$ cat src/rtl/opu_pkg.sv
package opu_pkg;

   localparam int WORD_W = 16;
   localparam int IMM_W  = 5;
   localparam int SEL_W  = 3;

   localparam int FLAG_N = 2;
   localparam int FLAG_Z = 1;
   localparam int FLAG_P = 0;

   typedef enum logic [3:0] {
      OPC_ADD = 4'b0001,
      OPC_AND = 4'b0101,
      OPC_NOT = 4'b1001
   } opcode_e;

   typedef enum logic [1:0] {
      FN_ADD = 2'd0,
      FN_AND = 2'd1,
      FN_NOT = 2'd2
   } alu_fn_e;

   typedef struct packed {
      logic             legal;
      alu_fn_e          fn;
      logic             use_imm;
      logic [SEL_W-1:0] rd;
      logic [SEL_W-1:0] rs1;
      logic [SEL_W-1:0] rs2;
      logic [IMM_W-1:0] imm;
   } dec_t;

endpackage

$ cat src/rtl/opu_decode.sv
module opu_decode
   import opu_pkg::*;
#(
   parameter int REG_CNT = 8
) (
   input  logic [WORD_W-1:0] word,
   output dec_t              dec
);

   logic shape_ok;
   logic in_range;
   logic rs2_used;

   always_comb begin
      dec         = '0;
      shape_ok    = 1'b0;
      dec.rd      = word[11:9];
      dec.rs1     = word[8:6];
      dec.rs2     = word[2:0];
      dec.imm     = word[4:0];
      dec.use_imm = word[5];
      unique case (word[15:12])
         OPC_ADD: begin
            dec.fn   = FN_ADD;
            shape_ok = word[5] | (word[4:3] == 2'b00);
         end
         OPC_AND: begin
            dec.fn   = FN_AND;
            shape_ok = word[5] | (word[4:3] == 2'b00);
         end
         OPC_NOT: begin
            dec.fn      = FN_NOT;
            dec.use_imm = 1'b0;
            shape_ok    = &word[5:0];
         end
         default: shape_ok = 1'b0;
      endcase
      dec.legal = shape_ok & in_range;
   end

   assign rs2_used = ~word[5] & (word[15:12] != OPC_NOT);

   generate
      if (REG_CNT == (1 << SEL_W)) begin : g_full_file
         assign in_range = 1'b1;
      end else begin : g_short_file
         localparam logic [SEL_W:0] LIMIT = REG_CNT[SEL_W:0];
         assign in_range = ({1'b0, word[11:9]} < LIMIT) &&
                           ({1'b0, word[8:6]}  < LIMIT) &&
                           (!rs2_used || ({1'b0, word[2:0]} < LIMIT));
      end
   endgenerate

endmodule

$ cat src/rtl/opu_regfile.sv
module opu_regfile #(
   parameter int DATA_W = 16,
   parameter int DEPTH  = 8,
   localparam int AW    = $clog2(DEPTH)
) (
   input  logic              clk,
   input  logic              rst_n,
   input  logic              wr_en,
   input  logic [AW-1:0]     wr_sel,
   input  logic [DATA_W-1:0] wr_val,
   input  logic [AW-1:0]     rd_sel_a,
   input  logic [AW-1:0]     rd_sel_b,
   output logic [DATA_W-1:0] rd_val_a,
   output logic [DATA_W-1:0] rd_val_b
);

   logic [DATA_W-1:0] cells [DEPTH];

   always_ff @(posedge clk or negedge rst_n) begin
      if (!rst_n) begin
         for (int i = 0; i < DEPTH; i++) cells[i] <= '0;
      end else if (wr_en) begin
         cells[wr_sel] <= wr_val;
      end
   end

   assign rd_val_a = cells[rd_sel_a];
   assign rd_val_b = cells[rd_sel_b];

endmodule

$ cat src/rtl/opu_alu.sv
module opu_alu
   import opu_pkg::*;
#(
   parameter int DATA_W = 16
) (
   input  alu_fn_e           fn,
   input  logic              use_imm,
   input  logic [IMM_W-1:0]  imm,
   input  logic [DATA_W-1:0] src_a,
   input  logic [DATA_W-1:0] src_b,
   output logic [DATA_W-1:0] result,
   output logic [2:0]        nzp
);

   localparam int EXT_W = DATA_W - IMM_W;

   logic [DATA_W-1:0] opnd_b;

   assign opnd_b = use_imm ? {{EXT_W{imm[IMM_W-1]}}, imm} : src_b;

   always_comb begin
      unique case (fn)
         FN_ADD:  result = src_a + opnd_b;
         FN_AND:  result = src_a & opnd_b;
         FN_NOT:  result = ~src_a;
         default: result = '0;
      endcase
   end

   always_comb begin
      nzp         = '0;
      nzp[FLAG_N] = result[DATA_W-1];
      nzp[FLAG_Z] = (result == '0);
      nzp[FLAG_P] = ~result[DATA_W-1] & (result != '0);
   end

endmodule

$ cat src/rtl/opu_core.sv
module opu_core
   import opu_pkg::*;
#(
   parameter int DATA_W  = 16,
   parameter int REG_CNT = 8
) (
   input  logic              clk,
   input  logic              rst_n,
   input  logic              op_valid,
   input  logic [15:0]       op_word,
   output logic              res_valid,
   output logic [DATA_W-1:0] res_data,
   output logic [2:0]        res_dest,
   output logic [2:0]        flags
);

   localparam int AW = $clog2(REG_CNT);
   localparam logic [2:0] FLAGS_RST = 3'b010;

   generate
      if (DATA_W < IMM_W + 1) begin : g_bad_width
         $error("DATA_W must exceed the immediate width");
      end
      if (REG_CNT < 2 || REG_CNT > (1 << SEL_W) ||
          (REG_CNT & (REG_CNT - 1)) != 0) begin : g_bad_depth
         $error("REG_CNT must be a power of two between 2 and 8");
      end
   endgenerate

   dec_t              dec;
   logic              wr_go;
   logic [DATA_W-1:0] val_a;
   logic [DATA_W-1:0] val_b;
   logic [DATA_W-1:0] alu_out;
   logic [2:0]        alu_nzp;

   opu_decode #(.REG_CNT(REG_CNT)) u_decode (
      .word (op_word),
      .dec  (dec)
   );

   assign wr_go = op_valid & dec.legal;

   opu_regfile #(.DATA_W(DATA_W), .DEPTH(REG_CNT)) u_regs (
      .clk      (clk),
      .rst_n    (rst_n),
      .wr_en    (wr_go),
      .wr_sel   (dec.rd[AW-1:0]),
      .wr_val   (alu_out),
      .rd_sel_a (dec.rs1[AW-1:0]),
      .rd_sel_b (dec.rs2[AW-1:0]),
      .rd_val_a (val_a),
      .rd_val_b (val_b)
   );

   opu_alu #(.DATA_W(DATA_W)) u_alu (
      .fn      (dec.fn),
      .use_imm (dec.use_imm),
      .imm     (dec.imm),
      .src_a   (val_a),
      .src_b   (val_b),
      .result  (alu_out),
      .nzp     (alu_nzp)
   );

   always_ff @(posedge clk or negedge rst_n) begin
      if (!rst_n) begin
         res_valid <= 1'b0;
         res_data  <= '0;
         res_dest  <= '0;
         flags     <= FLAGS_RST;
      end else begin
         res_valid <= wr_go;
         if (wr_go) begin
            res_data <= alu_out;
            res_dest <= dec.rd;
            flags    <= alu_nzp;
         end
      end
   end


   flags_onehot_chk: assert property (@(posedge clk) disable iff (!rst_n)
      $countones(flags) == 1);


   idle_no_write_chk: assert property (@(posedge clk) disable iff (!rst_n)
      !op_valid |=> !res_valid);


   flags_hold_chk: assert property (@(posedge clk) disable iff (!rst_n)
      !res_valid |-> $stable(flags));


   zero_flag_chk: assert property (@(posedge clk) disable iff (!rst_n)
      res_valid |-> (flags[FLAG_Z] == (res_data == '0)));


   dest_follow_chk: assert property (@(posedge clk) disable iff (!rst_n)
      wr_go |=> (res_dest == $past(op_word[11:9])));

endmodule

$ cat config.mk
export PLATFORM = sky130hd
export DESIGN_NAME = opu_core
export DESIGN_NICKNAME = d
export VERILOG_FILES = /design/src/rtl/opu_pkg.sv /design/src/rtl/opu_decode.sv /design/src/rtl/opu_regfile.sv /design/src/rtl/opu_alu.sv /design/src/rtl/opu_core.sv
export SDC_FILE = /design/constraint.sdc
export NUM_CORES = 1
export LEC_CHECK = 0
export BUFFER_PORTS_ARGS = -buffer_cell sky130_fd_sc_hd__buf_2
export CORE_MARGIN = 10
export CORE_UTILIZATION = 40
export CTS_CLUSTER_DIAMETER = 60
export DETAILED_ROUTE_END_ITERATION = 6
export HOLD_SLACK_MARGIN = 0.08
export SYNTH_ARGS = -nofsm -noshare
export SYNTH_HDL_FRONTEND = slang
export SYNTH_HIERARCHICAL = 1
export SYNTH_SLANG_ARGS = --single-unit
$ cat constraint.sdc
create_clock -name clk -period 9.82 [get_ports clk]
set_input_delay 0.491 -clock clk [delete_from_list [all_inputs] [get_ports clk]]
set_output_delay 0.491 -clock clk [all_outputs]
set_load 0.01 [all_outputs]
Yosys cells after proc, flatten, opt, wreduce, memory -nomap -nowiden
Cells that the tools add are included.
Widths: inputs -> output; s select.
{"block": "totals", "reg_bits": 151, "latchBits": 0, "mem_bits_rw": 0, "romBits": 0, "inputBits": 19, "output_inout_bits": 23, "word_cells": 52, "mem_count": 0}
{"block": "classes", "addsub": 1, "multipliers": 0, "div_mod_pow": 0, "order_cmp": 4, "n_eq_ne": 5, "n_shift": 0, "mux": 14, "n_bitwise": 9, "reduce_logical": 7}
{"op": "$bwmux 128", "n": 1}
{"op": "$bmux 16 s3", "n": 2}
{"op": "$mux 16", "n": 6}
{"op": "$demux 16 s3", "n": 1}
{"op": "$pmux 16 s3", "n": 1}
{"op": "$add 16x16->16", "n": 1}
{"op": "$and 16x16->16", "n": 1}
{"op": "$logic_not 16->1", "n": 1}
{"op": "$not 16->16", "n": 1}
{"op": "$reduce_bool 16->1", "n": 1}
{"op": "$ge 4x4->1 const B", "n": 3}
{"op": "$not 3->4", "n": 3}
{"op": "$reduce_and 6->1", "n": 1}
{"op": "$eq 4x1->1 const B", "n": 1}
{"op": "$eq 4x3->1 const B", "n": 1}
{"op": "$eq 4x4->1 const B", "n": 1}
{"op": "$logic_not 2->1", "n": 2}
{"op": "$lt 4x1->1 const B", "n": 1}
{"op": "$pmux 2 s2", "n": 1}
{"op": "$and 1x1->1", "n": 2}
{"op": "$eq 2x1->1 const B", "n": 1}
{"op": "$eq 2x2->1 const B", "n": 1}
{"op": "$pmux 1 s2", "n": 1}
{"op": "$reduce_or 2->1", "n": 1}
{"op": "other kinds (4)", "n": 4}

Depth between registers and ports, before layout
{"block": "depth", "word_depth": 9, "depth_mapped": 17, "mapped_depth_nobuf": 14}

By module
Netlist, hierarchy kept.
{"module": "opu_regfile", "n_inst": 1, "cells_per_inst": 393, "area_per_inst_um2": 7000.5, "seq_area_each_um2": 3203.1}
{"module": "opu_alu", "n_inst": 1, "cells_per_inst": 184, "area_per_inst_um2": 1237.4, "seq_area_each_um2": 0.0}
{"module": "opu_core", "n_inst": 1, "cells_per_inst": 49, "area_per_inst_um2": 928.4, "seq_area_each_um2": 576.8}
{"module": "opu_decode", "n_inst": 1, "cells_per_inst": 24, "area_per_inst_um2": 172.7, "seq_area_each_um2": 0.0}

Least setup slack after synthesis
OpenSTA, ideal clock, no wires.
{"block": "synth_timing", "kind": "input port to flip-flop", "startpoint": "input op_word[0]", "endpoint": "register flags[0]", "setup_time_ns": 0.125, "arrival_ns": 4.814, "required_ns": 9.695, "slack_ns": 4.881, "stages": 17, "n_path_buf": 3, "cell_sequence": "buf_4 > buf_6 > buf_6 > mux4_1 > mux2_2 > mux2_2 > ha_1 > fa_1 > a21o_1 > a21oi_1 > xor2_1 > o221ai_1 > or4_1 > or4_1 > nor4b_2 > a31oi_1 > mux2_4"}
{"block": "synth_between", "elab_chain_len": 9, "elab_cells_between_ends": 14, "classes_between": "add/sub (1); mux (6); bitwise (5); reduce/logical (2)"}
{"element": "start: declaration", "line_no": "opu_core.sv:10", "source": "input logic [15:0] op_word,"}
{"element": "$not 3->4 (implied by the code)", "line_no": "opu_regfile.sv:28", "source": "assign rd_val_b = cells[rd_sel_b];"}
{"element": "$bmux 16 s3", "line_no": "opu_regfile.sv:28"}
{"element": "$mux 16 (implied by the code) (2 in a row)", "line_no": "opu_regfile.sv:28"}
{"element": "via val_b[0]", "line_no": "opu_core.sv:33", "source": "logic [DATA_W-1:0] val_b;"}
{"element": "$mux 16", "line_no": "opu_alu.sv:19", "source": "assign opnd_b = use_imm ? {{EXT_W{imm[IMM_W-1]}}, imm} : src_b;"}
{"element": "$add 16x16->16", "line_no": "opu_alu.sv:23", "source": "FN_ADD: result = src_a + opnd_b;"}
{"element": "$pmux 16 s3", "line_no": "opu_alu.sv:22", "source": "unique case (fn)"}
{"element": "via alu_out[4]", "line_no": "opu_core.sv:34", "source": "logic [DATA_W-1:0] alu_out;"}
{"element": "$reduce_bool 16->1", "line_no": "opu_alu.sv:34", "source": "nzp[FLAG_P] = ~result[DATA_W-1] & (result != '0);"}
{"element": "$and 1x1->1", "line_no": "opu_alu.sv:34"}
{"element": "via alu_nzp[0]", "line_no": "opu_core.sv:35", "source": "logic [2:0] alu_nzp;"}
{"element": "end signal: assignment", "line_no": "opu_core.sv:77", "source": "flags <= alu_nzp;"}
{"element": "end: declaration", "line_no": "opu_core.sv:14", "source": "output logic [2:0] flags"}
The timed path passes the listed nets, and every way through them passes these cells. The select of a mux whose other input is x is not followed.
A chain may end at the register's enable or synchronous reset.

Final worst setup path
Same ends and word-level chain as after synthesis.

==> out/metrics.cfg <==
[routing]
routedWlPerCell_um = 22.9
drt_wl_total_um = 22600
dr.first_iter.drc_count = 410
ant_nets = 0
viasPerCell = 5.77
drc_errors = 0
vias = 5691
detailedRoute.firstPassIterationCount = 4

[floorplanning]
dieArea_um2 = 29900
std_cell_rows = 55
die_width_um = 173
start_util_pct = 41.0
core_area_um2 = 22800
ios = 42
die_height_um = 173

[clock_network]
hold_buffers = 0
cts_setup_buffers = 0
post_cts_resized = 0
clk_pin_slew_ps = 60
htree_levels = 4
cts.sinks = 151
cts_buffer_depth = 2
cts-root-buf = clkbuf_16
cts_tree = built
clkLatencyLatePin_ps = 430
cts-buffers-inserted = 17

[critical_path]
arrival_ps = 5640
path_buf_inv = 2
crit_path_end_kind = flip-flop
cp_slowest_cell = mux4_1
start_kind = input port
critPathKind = input port to flip-flop
critPathRequiredTime_ps = 10130
worst-path-max-fanout = 34
r2r_slack_ps = 4900
crit_chain = buf_2 -> buf_4 -> mux4_1 -> mux2_2 -> mux2_2 -> ha_1 -> fa_1 -> a21o_1 -> a21oi_1 -> xor2_1 -> o221ai_1 -> or4_1 -> or4_1 -> nor4b_2 -> a31oi_1 -> mux2_4
crit_family = multiplexers
crit_path_max_incr_delay_ps = 640

[sta]
min_period_ps = 5340
setup_viol = 0
relSlewSlack_pct = 24.7
timing.final.crit_share_pct = 54.3
clock.fmax_mhz = 187
fin_skew_ps = 14.8
slew_viol_final = 0
rsz0062_at_grt = no
final_hold_viol_count = 0
tns_ps = 0
worst_slew_pin_slew_ps = 1130

[final_layout]
fin_nets = 696
areaGrowthSynthToFinish_pct = 9.39
antenna_cells = 0
layout_common_cells = mux2_2, dfrtp_1, mux4_1
final_common_cell = mux2_2
layout-drive-gt1-share_pct = 43.5
final_cell_area_um2 = 10200
fin_util_pct = 44.9

[yosys]
ys_seq_elements = 151
yosysTopAreaCell = dfrtp_1
yosysWarnings = 6
synth_ff_type = dfrtp_1
avgSynthCellArea_um2 = 14.4
syn_nets = 686
synth_edf_count = 0
synthTopCellsByArea = dfrtp_1, mux2_2, mux4_1
synth_top_cell_area_share_pct = 40.2
syn_inst = 650
synth_cell_types = 61
syn_area_um2 = 9340
async_reset_ff_share_pct = 100
ys_seq_area_share_pct = 40.5

[power_and_ir_drop]
p_total_w = 0.00179
p_leak_nw = 5.03
peakVddDrop_mv = 0.122
powerDensity_nw_per_um2 = 175

[global_routing]
antenna_found_initial = 0
gr-total-overflow = 0
grt_pass1_wl_um = 35900
grt_max_degree = 79
grtUsageTotal_pct = 15.1
grt_pass1_vias = 6175

[placement]
place_congestion = 0.837
placed_area_um2 = 9620
io_buffer_count = 41
hpwl_um = 14100

[run]
maxCapViolations = 0

[outcome]
status = finished clean

[hold_path]
hold_path.class = input port to asynchronous set/reset pin

-- layer usage --
metal,GRT usage [%],wire length (um)
met3,2.05,556
met5,0,0
met2,26.1,11400
met4,4.71,362
met1,19.3,10200
-- area by class of cell --
class | instances | area [um2]
Clock buffer | 19 | 443
Clock inverter | 13 | 149
Fill cell | 2017 | 12600
Inverter | 21 | 78.8
Multi-Input combinational cell | 420 | 5100
Sequential cell | 151 | 3780
Tap cell | 313 | 392
Timing Repair Buffer | 49 | 272
-- worst paths after layout --
kind                                  start          end  depth (start not counted)
setup / recovery                 op_word[0]     flags[0]                         16
hold reg to reg                 res_data[2]  res_data[2]                          1
min in group clk                res_data[2]  res_data[2]                          1
setup reg to reg           u_regs/cells[64]     flags[0]                         14
hold / removal                        rst_n     flags[2]                          1
max in group asynchronous             rst_n  res_data[5]                          2
-- cell usage after synthesis (3+ instances only) --
master	number
buf_2	9
a21o_1	4
a21oi_1	17
mux2_4	19
xor2_1	7
buf_4	21
nor2_1	5
mux4_1	56
buf_1	5
ha_1	16
nand3_1	5
o21ai_0	28
clkbuf_1	8
buf_6	13
dfrtp_1	150
and3_1	3
xnor2_1	5
nand4b_2	3
mux2_2	167
nand2_1	21
and2_1	3
a22o_1	3
o221ai_1	4
inv_1	20
mux4_2	8
-- cell families (layout without fill, tap and decap cells) --
family                   Yosys count  count (layout)  synth area share [%]
AO/OA/AOI/OAI                     73              73                  4.98
XOR/XNOR                          12              12                  1.13
adder cells (fa/ha/maj)           17              17                  2.36
buffers and inverters             79             102                  5.21
flip-flops                       151             151                  40.5
multiplexers                     252             252                  41.1
AND/OR/NAND/NOR                   66              66                  4.76
-- registers in the layout, indices dropped and copies added, names as in the netlist --
| signal | count |
|---|---|
| u_regs/cells | 128 |
| res_data | 16 |
| flags | 3 |
| res_dest | 3 |
| res_valid | 1 |
-- power breakdown --
group	total, W	switching, W	internal, W
registers	0.000744	0.0000476	0.000697
logic	0.000389	0.000196	0.000193
clock network	0.000658	0.000275	0.000383
-- metrics by stage --
step | instances | worst slack [ps] | hold WS, ps
2_1_floorplan | 650 | 4880 | 195
3_3_place_gp | 954 | 4190 | 488
3_5_place_dp | 954 | 4090 | 493
4_1_cts | 986 | 4490 | 99.4
5_1_grt | 986 | 4240 | 131
6_report | 986 | 4480 | 78.5
(Power assumes the default switching activity.)
